==> config.mk <==
export PLATFORM = sky130hd
export DESIGN_NAME = prescaled_match_timer
export DESIGN_NICKNAME = d
export VERILOG_FILES = /design/src/rtl/pmt_pkg.sv /design/src/rtl/pmt_prescaler.sv /design/src/rtl/pmt_counter.sv /design/src/rtl/pmt_match.sv /design/src/rtl/pmt_flags.sv /design/src/rtl/prescaled_match_timer.sv
export SDC_FILE = /design/constraint.sdc
export NUM_CORES = 1
export LEC_CHECK = 0
export ABC_AREA = 0
export CORE_MARGIN = 2
export CORE_UTILIZATION = 45
export CTS_BUF_LIST = sky130_fd_sc_hd__clkbuf_4
export CTS_CLUSTER_SIZE = 24
export DETAILED_ROUTE_END_ITERATION = 10
export DONT_BUFFER_PORTS = 1
export PLACE_DENSITY = 0.67
export SYNTH_ARGS = -nofsm -noshare
export SYNTH_HDL_FRONTEND = slang
export SYNTH_SLANG_ARGS = --single-unit
==> constraint.sdc <==
create_clock -name clk -period 2.9 [get_ports clk]
set_input_delay 0.435 -clock clk [delete_from_list [all_inputs] [get_ports clk]]
set_output_delay 0.435 -clock clk [all_outputs]
set_load 0.01 [all_outputs]
==> src/rtl/pmt_pkg.sv <==
package pmt_pkg;
  // counter control bit positions
  localparam int C_STOP = 0;
  localparam int C_INTV = 1;
  localparam int C_DOWN = 2;
  localparam int C_MEN  = 3;
  localparam int CC_W   = 4;
  // flag positions (compare flags occupy 1..NM)
  localparam int F_INTV = 0;
endpackage

==> src/rtl/pmt_prescaler.sv <==
module pmt_prescaler #(
  parameter int PS_W = 4
) (
  input  logic            clk,
  input  logic            rst_n,
  input  logic            en_ps,
  input  logic [PS_W-1:0] ps_sel,
  input  logic            run,
  input  logic            zap,
  output logic            tick
);
  localparam int PC_W = 1 << PS_W;

  logic [PC_W-1:0] phase;
  logic [PC_W-1:0] last;

  // last phase value of a 2^(n+1) cycle period
  function automatic logic [PC_W-1:0] term_of(input logic [PS_W-1:0] n);
    logic [PC_W:0] span;
    span = {{PC_W{1'b0}}, 1'b1} << (int'(n) + 1);
    return PC_W'(span - 1'b1);
  endfunction

  assign last = term_of(ps_sel);
  assign tick = run && !zap && (!en_ps || phase == last);

  always_ff @(posedge clk or negedge rst_n) begin
    if (!rst_n)          phase <= '0;
    else if (zap)        phase <= '0;
    else if (!run)       phase <= phase;
    else if (!en_ps)     phase <= '0;
    else if (phase == last) phase <= '0;
    else                 phase <= phase + 1'b1;
  end


  ps_hold_chk: assert property (@(posedge clk) disable iff (!rst_n)
    (!run && !zap) |=> $stable(phase));

  ps_zero_chk: assert property (@(posedge clk) disable iff (!rst_n)
    zap |=> (phase == '0));
endmodule

==> src/rtl/pmt_counter.sv <==
module pmt_counter #(
  parameter int CNT_W = 16
) (
  input  logic             clk,
  input  logic             rst_n,
  input  logic             tick,
  input  logic             zap,
  input  logic             intv_mode,
  input  logic             down,
  input  logic [CNT_W-1:0] period,
  output logic [CNT_W-1:0] count,
  output logic [CNT_W-1:0] nxt,
  output logic             wrap
);
  logic [CNT_W-1:0] top;
  logic             at_end;

  // returns {wrap, next value}
  function automatic logic [CNT_W:0] step_of(input logic [CNT_W-1:0] cur,
                                             input logic [CNT_W-1:0] lim,
                                             input logic dn);
    if (!dn) begin
      if (cur >= lim) return {1'b1, {CNT_W{1'b0}}};
      return {1'b0, cur + 1'b1};
    end
    if (cur == '0) return {1'b1, lim};
    return {1'b0, cur - 1'b1};
  endfunction

  assign top          = intv_mode ? period : {CNT_W{1'b1}};
  assign {at_end, nxt} = step_of(count, top, down);
  assign wrap         = tick && at_end;

  always_ff @(posedge clk or negedge rst_n) begin
    if (!rst_n)    count <= '0;
    else if (zap)  count <= '0;
    else if (tick) count <= nxt;
  end


  up_wrap_chk: assert property (@(posedge clk) disable iff (!rst_n)
    (tick && !down && count >= top) |=> (count == '0));

  down_reload_chk: assert property (@(posedge clk) disable iff (!rst_n)
    (tick && down && count == '0) |=> (count == $past(top)));

  cnt_hold_chk: assert property (@(posedge clk) disable iff (!rst_n)
    (!tick && !zap) |=> $stable(count));

  cnt_zero_chk: assert property (@(posedge clk) disable iff (!rst_n)
    zap |=> (count == '0));
endmodule

==> src/rtl/pmt_match.sv <==
module pmt_match #(
  parameter int CNT_W = 16,
  parameter int NM    = 3
) (
  input  logic                clk,
  input  logic                rst_n,
  input  logic                tick,
  input  logic                men,
  input  logic                intv_mode,
  input  logic [CNT_W-1:0]    period,
  input  logic [CNT_W-1:0]    nxt,
  input  logic [NM*CNT_W-1:0] cmp_flat,
  output logic [NM-1:0]       hit
);
  for (genvar i = 0; i < NM; i++) begin : g_cmp
    logic [CNT_W-1:0] cv;
    logic             reach;
    assign cv    = cmp_flat[i*CNT_W +: CNT_W];
    assign reach = !intv_mode || (cv <= period);
    assign hit[i] = tick && men && reach && (nxt == cv);
  end


  match_gate_chk: assert property (@(posedge clk) disable iff (!rst_n)
    (!men || !tick) |-> (hit == '0));
endmodule

==> src/rtl/pmt_flags.sv <==
module pmt_flags #(
  parameter int FW = 6
) (
  input  logic          clk,
  input  logic          rst_n,
  input  logic          clr,
  input  logic [FW-1:0] events,
  input  logic [FW-1:0] mask,
  output logic [FW-1:0] flags,
  output logic          irq
);
  always_ff @(posedge clk or negedge rst_n) begin
    if (!rst_n) flags <= '0;
    else        flags <= (clr ? '0 : flags) | events;
  end

  assign irq = |(flags & mask);


  sticky_chk: assert property (@(posedge clk) disable iff (!rst_n)
    !clr |=> ((flags & $past(flags)) == $past(flags)));

  new_wins_chk: assert property (@(posedge clk) disable iff (!rst_n)
    1'b1 |=> ((flags & $past(events)) == $past(events)));

  rsvd_chk: assert property (@(posedge clk) disable iff (!rst_n)
    !flags[FW-1]);
endmodule

==> src/rtl/prescaled_match_timer.sv <==
module prescaled_match_timer #(
  parameter int CNT_W = 16,
  parameter int PS_W  = 4,
  parameter int NM    = 3
) (
  input  logic                clk,
  input  logic                rst_n,
  input  logic [PS_W:0]       clk_ctrl,
  input  logic [3:0]          cnt_ctrl,
  input  logic [CNT_W-1:0]    period_val,
  input  logic [NM*CNT_W-1:0] match_val,
  input  logic [NM+2:0]       irq_mask,
  input  logic                cnt_rst,
  input  logic                flag_clr,
  output logic [CNT_W-1:0]    count,
  output logic [NM+2:0]       flags,
  output logic                irq
);
  import pmt_pkg::*;

  localparam int FW    = NM + 3;
  localparam int F_OVF = NM + 1;

  logic             tick;
  logic             wrap;
  logic [CNT_W-1:0] nxt;
  logic [NM-1:0]    hit;
  logic [FW-1:0]    events;
  logic             intv;

  assign intv = cnt_ctrl[C_INTV];

  pmt_prescaler #(.PS_W(PS_W)) u_ps (
    .clk(clk), .rst_n(rst_n),
    .en_ps(clk_ctrl[0]), .ps_sel(clk_ctrl[PS_W:1]),
    .run(!cnt_ctrl[C_STOP]), .zap(cnt_rst), .tick(tick)
  );

  pmt_counter #(.CNT_W(CNT_W)) u_cnt (
    .clk(clk), .rst_n(rst_n), .tick(tick), .zap(cnt_rst),
    .intv_mode(intv), .down(cnt_ctrl[C_DOWN]), .period(period_val),
    .count(count), .nxt(nxt), .wrap(wrap)
  );

  pmt_match #(.CNT_W(CNT_W), .NM(NM)) u_match (
    .clk(clk), .rst_n(rst_n), .tick(tick), .men(cnt_ctrl[C_MEN]),
    .intv_mode(intv), .period(period_val), .nxt(nxt),
    .cmp_flat(match_val), .hit(hit)
  );

  always_comb begin
    events           = '0;
    events[F_INTV]   = wrap && intv;
    events[F_OVF]    = wrap && !intv;
    events[NM:1]     = hit;
  end

  pmt_flags #(.FW(FW)) u_flags (
    .clk(clk), .rst_n(rst_n), .clr(flag_clr), .events(events),
    .mask(irq_mask), .flags(flags), .irq(irq)
  );


  ovf_mode_chk: assert property (@(posedge clk) disable iff (!rst_n)
    (wrap && !intv) |=> flags[F_OVF]);
endmodule

==> results of run 1 <==
cell families after synthesis:
kind of cell               after synthesis  synth area share [%]
and+or+nand+nor                        294                  29.1
AOI/OAI and AO/OA                      202                  24.2
adders and majority gates               69                  15.5
buffers and inverters                   66                  5.30
xor gates and xnor gates                54                  8.49
DFF                                     37                  16.6
muxes                                    3                 0.629
other                                    2                 0.135
cell type report:
cell class                 count  area, µm²
clock buffer                   5       37.5
fill                        1018       4240
timing repair buffer         205       1680
sequential                    37        933
clock inverter                 3       46.3
tap                          168        210
multi-input combinational    624       4770
antenna                        1       2.50
inverter                      31        145
report_power, final:
group	total (W)	switching, W	internal, W
combinational	0.00199	0.000995	0.000995
clock	0.000409	0.000226	0.000183
sequential	0.000572	0.0000334	0.000539
registers in the layout, summed over array words and instances (netlist names):
signal	flops
u_cnt.count	16
u_flags.flags	5
u_ps.phase	16
per-layer routing:
layer  vias to the layer above  part of all wire [%]  GRT usage (%)
met5                         -                     0              0
met3                        63                    10           7.59
li1                       3068                     -              -
met4                         0                   3.5           11.8
met2                       361                    44           52.2
met1                      3185                    42           46.4
worst max-delay path, delay by kind of cell, from the launching register on:
family / cells / cell delay [ns]
buffers and inverters: 2 / 0.29
AND/OR/NAND/NOR: 5 / 1.45
flip-flops: 1 / 0.48
AO/OA/AOI/OAI: 4 / 0.89
worst paths after layout:
check,startpoint,end,cells past startpoint
max,u_cnt.count[1],u_flags.flags[1],11
min in group asynchronous,rst_n,u_cnt.count[14],2
min,flag_clr,u_flags.flags[2],1
max in group asynchronous,rst_n,u_ps.phase[9],2
max reg2reg,u_cnt.count[1],u_flags.flags[1],11
min reg2reg,u_cnt.count[7],u_cnt.count[7],2
synthesized netlist by cell type, types with 4 or more instances:
| library cell | count | area [µm²] |
|---|---|---|
| a211o_1 | 6 | 52.6 |
| a211oi_1 | 8 | 60.1 |
| a21o_1 | 4 | 30.0 |
| a21oi_1 | 36 | 180 |
| a32o_1 | 4 | 40.0 |
| and3_1 | 16 | 100 |
| and4_1 | 4 | 35.0 |
| buf_2 | 5 | 25.0 |
| buf_4 | 5 | 37.5 |
| clkbuf_1 | 22 | 82.6 |
| dfrtp_1 | 37 | 926 |
| ha_1 | 69 | 863 |
| inv_1 | 30 | 113 |
| nand2_1 | 81 | 304 |
| nand2b_1 | 11 | 68.8 |
| nand3_1 | 25 | 125 |
| nand3b_1 | 14 | 105 |
| nand4_1 | 21 | 131 |
| nor2_1 | 45 | 169 |
| nor2b_1 | 9 | 56.3 |
| nor3_1 | 14 | 70.1 |
| nor4_1 | 9 | 56.3 |
| o211ai_1 | 5 | 37.5 |
| o21a_1 | 6 | 45.0 |
| o21ai_0 | 65 | 325 |
| o221ai_1 | 4 | 35.0 |
| o22ai_1 | 5 | 31.3 |
| o31ai_1 | 10 | 75.1 |
| o32ai_1 | 4 | 35.0 |
| or3_1 | 8 | 50.1 |
| or4_1 | 6 | 45.0 |
| xnor2_1 | 22 | 193 |
| xor2_1 | 32 | 280 |
metrics by stage:
step / total power, W / instance area (µm²)
2_1_floorplan: 0.00151 / 5720
3_3_place_gp: 0.00224 / 7110
3_5_place_dp: 0.00228 / 7110
4_1_cts: 0.00285 / 7570
5_1_grt: 0.00313 / 7820
6_report: 0.00297 / 7820
timing repair:
item / CTS / global route
hold endpoints to repair: 37 / 0
buffers inserted: 16 / 9
endpoints found under the setup margin: 3 / 25
resized for setup: 39 / 43
pin swaps: 15 / 20
hold buffers: 2 / 0
==> reports/qor.tcl, run 1 <==
set qor(outcome) {finished with violations}
set qor(violations) {negative setup slack}
set qor(via_count) 6677
set qor(grt_max_degree) 38
set qor(drt_iter0_markers) 826
set qor(numCtsBuffers) 5
set qor(grtUsageTotal_pct) 33.8
set qor(wire_per_inst_um) 21.0
set qor(max_slew_headroom_at_the_worst_pin_pct) 60.5
set qor(skew_ns) 0.0156
set qor(grt_first_pass_wirelength_um) 34700
set qor(crit_fanout) 4
set qor(path_class) {reg2reg}
set qor(fin_tns_setup_ns) -0.558
set qor(cts_sink_cnt) 37
set qor(cts_max_level) 2
set qor(cellPowerDensity_nw_per_um2) 380
set qor(syn-instance-count) 727
set qor(critPathRequiredTime_ns) 3.20
set qor(synth.yosys.warnings) 0
set qor(drive_gt1_share_pct) 33.5
set qor(synthArstFlopShare_pct) 100
set qor(synth_edf_count) 0
set qor(buffer_ports.inserted) 0
set qor(syn_to_final_growth_pct) 40.4
set qor(p_leak_nw) 3.59
set qor(syn_area_um2) 5570
set qor(tritoncts) {done}
set qor(avgViaCountPerCell) 6.22
set qor(grt_setup_unrepaired) {true}
set qor(timing.final.ws_setup_ns) -0.294
set qor(design.portCount) 106
set qor(final.period_utilization_pct) 110
set qor(postSynthRegisterBits) 37
set qor(chipWidth_um) 115
set qor(hpwl_um) 18000
set qor(gp_congestion) 1.01
set qor(crit_top_cell) {buf_4}
set qor(fin_cells) 1074
set qor(critical-path-max-stage-delay_ns) 0.56
set qor(place_ws_ns) -0.550
set qor(vias_in_the_first_global_route) 6588
set qor(initial_antenna_violation_count) 0
set qor(worstPathArrival_ns) 3.50
set qor(crit_path_top_delay_cell) {or4_4}
set qor(wl_um) 22600
set qor(utilization_pct) 64.8
set qor(clockRootBuffer) {clkbuf_4}
set qor(first_pass_iters) 7
set qor(layout.cells.most_common) {buf_4}
set qor(post_synth.cell_area_avg_um2) 7.66
set qor(layout_min_cycle_time_ns) 3.19
set qor(synth_cell_type_count) 85
set qor(holdCritPathClass) {in2reg}
set qor(worst-slew-pin-transition_ns) 0.592
set qor(design.die.area_um2) 13300
set qor(setup.reg_to_reg.worst_slack_ns) -0.29
set qor(ys_seq_area_share_pct) 16.6
set qor(worst_hold_slack_ns) 0.122
set qor(antenna_violating_nets_post_route) 0
set qor(hold_viol_final) 0
set qor(final_cell_mix) {buf_4 (187), nand2_1 (75), ha_1 (66)}
set qor(synth_nets) 879
set qor(clock_insertion_delay_worst_skew_ns) 0.38
set qor(critPathLaunchType) {flop}
set qor(clk_pin_slew_ns) 0.15
set qor(max-vdd-ir-drop_mv) 0.193
set qor(cts_buffer_depth) 2
set qor(finalNetCount) 1056
set qor(max_cap_viol_count) 0
set qor(worstSetupEndpointType) {flop}
set qor(count_of_endpoints_failing_setup_in_the_final_report) 3
set qor(starting_density_pct) 46.2
set qor(slew_limit_fails) 0
set qor(detail_route.drc_violations) 0
set qor(dp_cells) 1039
set qor(placement_rows) 40
set qor(globalRouteOverflowTotal) 0
set qor(core-area_um2) 12100
set qor(die_h_um) 115
set qor(synthFlopType) {dfrtp_1}
set qor(crit_path_cell_trace) {buf_4 -> buf_4 -> nand2_1 -> nor4_2 -> o21bai_1 -> a21oi_2 -> nand2_2 -> a221o_1 -> or4b_1 -> or4_4 -> o31ai_4}
set qor(achievable-frequency_mhz) 313
Note: power is estimated with default switching activity, not from simulation.
==> inputs of run 2 (changes only) <==
Settings changed: RECOVER_POWER set to 50, SYNTH_HIERARCHICAL set to 1.
==> reports/qor.tcl, run 2 <==
set qor(layout.area.seq_um2) 952
set qor(synthDominantAreaCellType) {dfrtp_1}
set qor(synthArstFlopShare_pct) 100
set qor(crit_fanout) 7
set qor(outcome) {finished with violations}
set qor(cts_buffer_depth) 2
set qor(drive_gt1_share_pct) 27.0
set qor(count_of_endpoints_failing_setup_in_the_final_report) 3
set qor(crit_path_cell_trace) {ha_1 -> and4_4 -> nand4_1 -> or4_4 -> nand3_4 -> buf_12 -> o21ai_4 -> buf_4 -> xor2_1 -> nor3_1 -> buf_4 -> nand4_1 -> a311oi_2 -> a21o_1}
set qor(placement_rows) 42
set qor(grt_max_degree) 39
set qor(critPathRequiredTime_ns) 3.24
set qor(tritoncts) {done}
set qor(chipWidth_um) 119
set qor(finalNetCount) 986
set qor(combined_area_of_the_multi_input_logic_cells_um2) 5000
set qor(wl_um) 21300
set qor(layout_top_registers) {u_cnt/count x16, u_ps/phase x16, u_flags/flags x6}
set qor(syn_to_final_growth_pct) 26.0
set qor(place_area_um2) 7110
set qor(critical-path-max-stage-delay_ns) 0.47
set qor(synth_cell_type_count) 84
set qor(hpwl_um) 16700
set qor(clk_pin_slew_ns) 0.12
set qor(worstPathArrival_ns) 3.58
set qor(gp_congestion) 1.08
set qor(design.portCount) 106
set qor(drt_iter0_markers) 656
set qor(worst_r2r_startpoint) {u_cnt/count[13]}
set qor(initial_antenna_violation_count) 0
set qor(buffer_ports.inserted) 0
set qor(grtUsageTotal_pct) 29.5
set qor(reg2regPathDepth) 14
set qor(first_pass_iters) 5
set qor(syn_area_um2) 5970
set qor(setup.reg_to_reg.worst_slack_ns) -0.34
set qor(post_synth_most_frequent_cells) {ha_1 (68), xor2_1 (62), nor2_1 (49), nand2_1 (42)}
set qor(holdCritPathClass) {in2reg}
set qor(hold_path.startpoint) {cnt_rst}
set qor(max_cap_viol_count) 1
set qor(fill_cells) 1176
set qor(avgViaCountPerCell) 6.29
set qor(syn-instance-count) 741
set qor(max_slew_headroom_at_the_worst_pin_pct) -46.1
set qor(final_cell_mix) {buf_4 (127), ha_1 (67), xor2_1 (60)}
set qor(skew_ns) 0.0147
set qor(clock_insertion_delay_worst_skew_ns) 0.40
set qor(wire_per_inst_um) 21.0
set qor(postSynthRegisterBits) 38
set qor(achievable-frequency_mhz) 309
set qor(slew_limit_fails) 39
set qor(timing.final.ws_setup_ns) -0.341
set qor(path_class) {reg2reg}
set qor(hold_path_endpoint) {u_cnt/count[12]}
set qor(core-area_um2) 13100
set qor(worst_hold_path.num_cells) 1
set qor(synth_edf_count) 0
set qor(post_synth.cell_area_avg_um2) 8.06
set qor(synth_nets) 892
set qor(p_leak_nw) 3.32
set qor(r2r-end) {u_flags/flags[3]}
set qor(layout.cells.most_common) {buf_4}
set qor(synth.yosys.warnings) 6
set qor(antenna_cells) 0
set qor(grt_setup_unrepaired) {true}
set qor(detail_route.drc_violations) 0
set qor(postLayoutCellArea_um2) 7530
set qor(die_h_um) 119
set qor(worstSetupEndpointType) {flop}
set qor(cts_max_level) 2
set qor(numCtsBuffers) 5
set qor(cellPowerDensity_nw_per_um2) 364
set qor(cts_sink_cnt) 38
set qor(starting_density_pct) 45.6
set qor(worst-slew-pin-transition_ns) 2.19
set qor(layout_min_cycle_time_ns) 3.24
set qor(ys_seq_area_share_pct) 15.9
set qor(via_count) 6367
set qor(synth.area.top_cells) {dfrtp_1 (16%), ha_1 (14%), xor2_1 (9.1%)}
set qor(max-vdd-ir-drop_mv) 0.260
set qor(globalRouteOverflowTotal) 0
set qor(synth_top_area_share_pct) 15.9
set qor(clockRootBuffer) {clkbuf_4}
set qor(utilization_pct) 57.5
set qor(design.die.area_um2) 14200
set qor(post-synth-top-count-cell) {ha_1}
set qor(crit_path_top_delay_cell) {or4_4}
set qor(critPathLaunchType) {flop}
set qor(synthFlopType) {dfrtp_1}
set qor(grt_first_pass_wirelength_um) 33000
set qor(antenna_violating_nets_post_route) 0
set qor(final.period_utilization_pct) 112
set qor(vias_in_the_first_global_route) 6065
set qor(hold_viol_final) 0
set qor(violations) {max-capacitance violations, max-slew violations, negative setup slack}
[run 2: per-layer routing]
metal  wire (µm)  global-route usage, %  up-vias
met5           0                      0        -
li1            -                      -     2951
met3        2020                   7.76       25
met4         289                   6.92        0
met1        9090                   40.6     3087
met2        9860                   46.2      304
[run 2: worst max-delay path: cells and delay by family, from the launching register on]
family,cells,cell delay (ns)
xor gates and xnor gates,1,0.14
AOI/OAI and AO/OA,3,0.48
DFF,1,0.44
adders and majority gates,1,0.32
and+or+nand+nor,6,1.33
buffers and inverters,3,0.46
[run 2: kinds of logic after synthesis]
kind of cell / after synthesis / synth area share [%]
other cells: 2 / 0.126
buf+inv: 90 / 7.19
fa+ha+maj: 68 / 14.2
simple gates: 268 / 26.8
compound gates: 185 / 22.5
xor+xnor: 87 / 12.8
flops: 38 / 15.9
mux: 3 / 0.524
[run 2: through the flow]
stage / std cells / hold slack (ns) / setup slack [ns] / total power, W / TNS (ns)
floorplan: 741 / 0.139 / -0.288 / 0.00166 / -1.98
global placement: 987 / 0.142 / -0.737 / 0.00216 / -4.09
detailed placement: 987 / 0.142 / -0.817 / 0.00218 / -6.65
CTS: 1005 / 0.0712 / -0.246 / 0.00267 / -0.636
global route: 1012 / 0.0767 / -0.417 / 0.00290 / -1.23
finish: 1012 / 0.111 / -0.341 / 0.00274 / -0.822
[run 2: layout make-up]
class                   count  share of cell area (%)
multi-input cells         613                    66.5
clock buffers               5                   0.499
inverters                  39                    2.11
clock inverters             3                   0.532
flip-flops and latches     38                    12.7
repair buffers            138                    14.8
well taps                 176                    2.93
[run 2: how the worst max path moves through the flow]
stage	cells past startpoint	start	slack (ns)	to
after global placement	14	period_val[0]	-0.74	u_flags/flags[3]
after floorplan	17	cnt_ctrl[1]	-0.29	u_flags/flags[2]
final	14	u_cnt/count[13]	-0.34	u_flags/flags[3]
after CTS	12	u_cnt/count[13]	-0.25	u_flags/flags[3]
after detailed placement	14	period_val[0]	-0.82	u_flags/flags[3]
after global routing	13	u_cnt/count[13]	-0.42	u_flags/flags[3]
[run 2: timing repair]
item / in CTS / in global routing
gates cloned: 1 / 1
buffers inserted: 7 / 7
hold buffers: 2 / 0
pin swaps: 11 / 7
endpoints found under the hold margin: 38 / 0
gates resized for setup: 23 / 14
setup endpoints to repair: 3 / 21
[run 2: report_power, final]
group	total [W]	internal, W	switching (W)
combinational	0.00178	0.000819	0.000959
clock	0.000388	0.000178	0.000209
sequential	0.000572	0.000551	0.0000210
total	0.00274	0.00155	0.00119
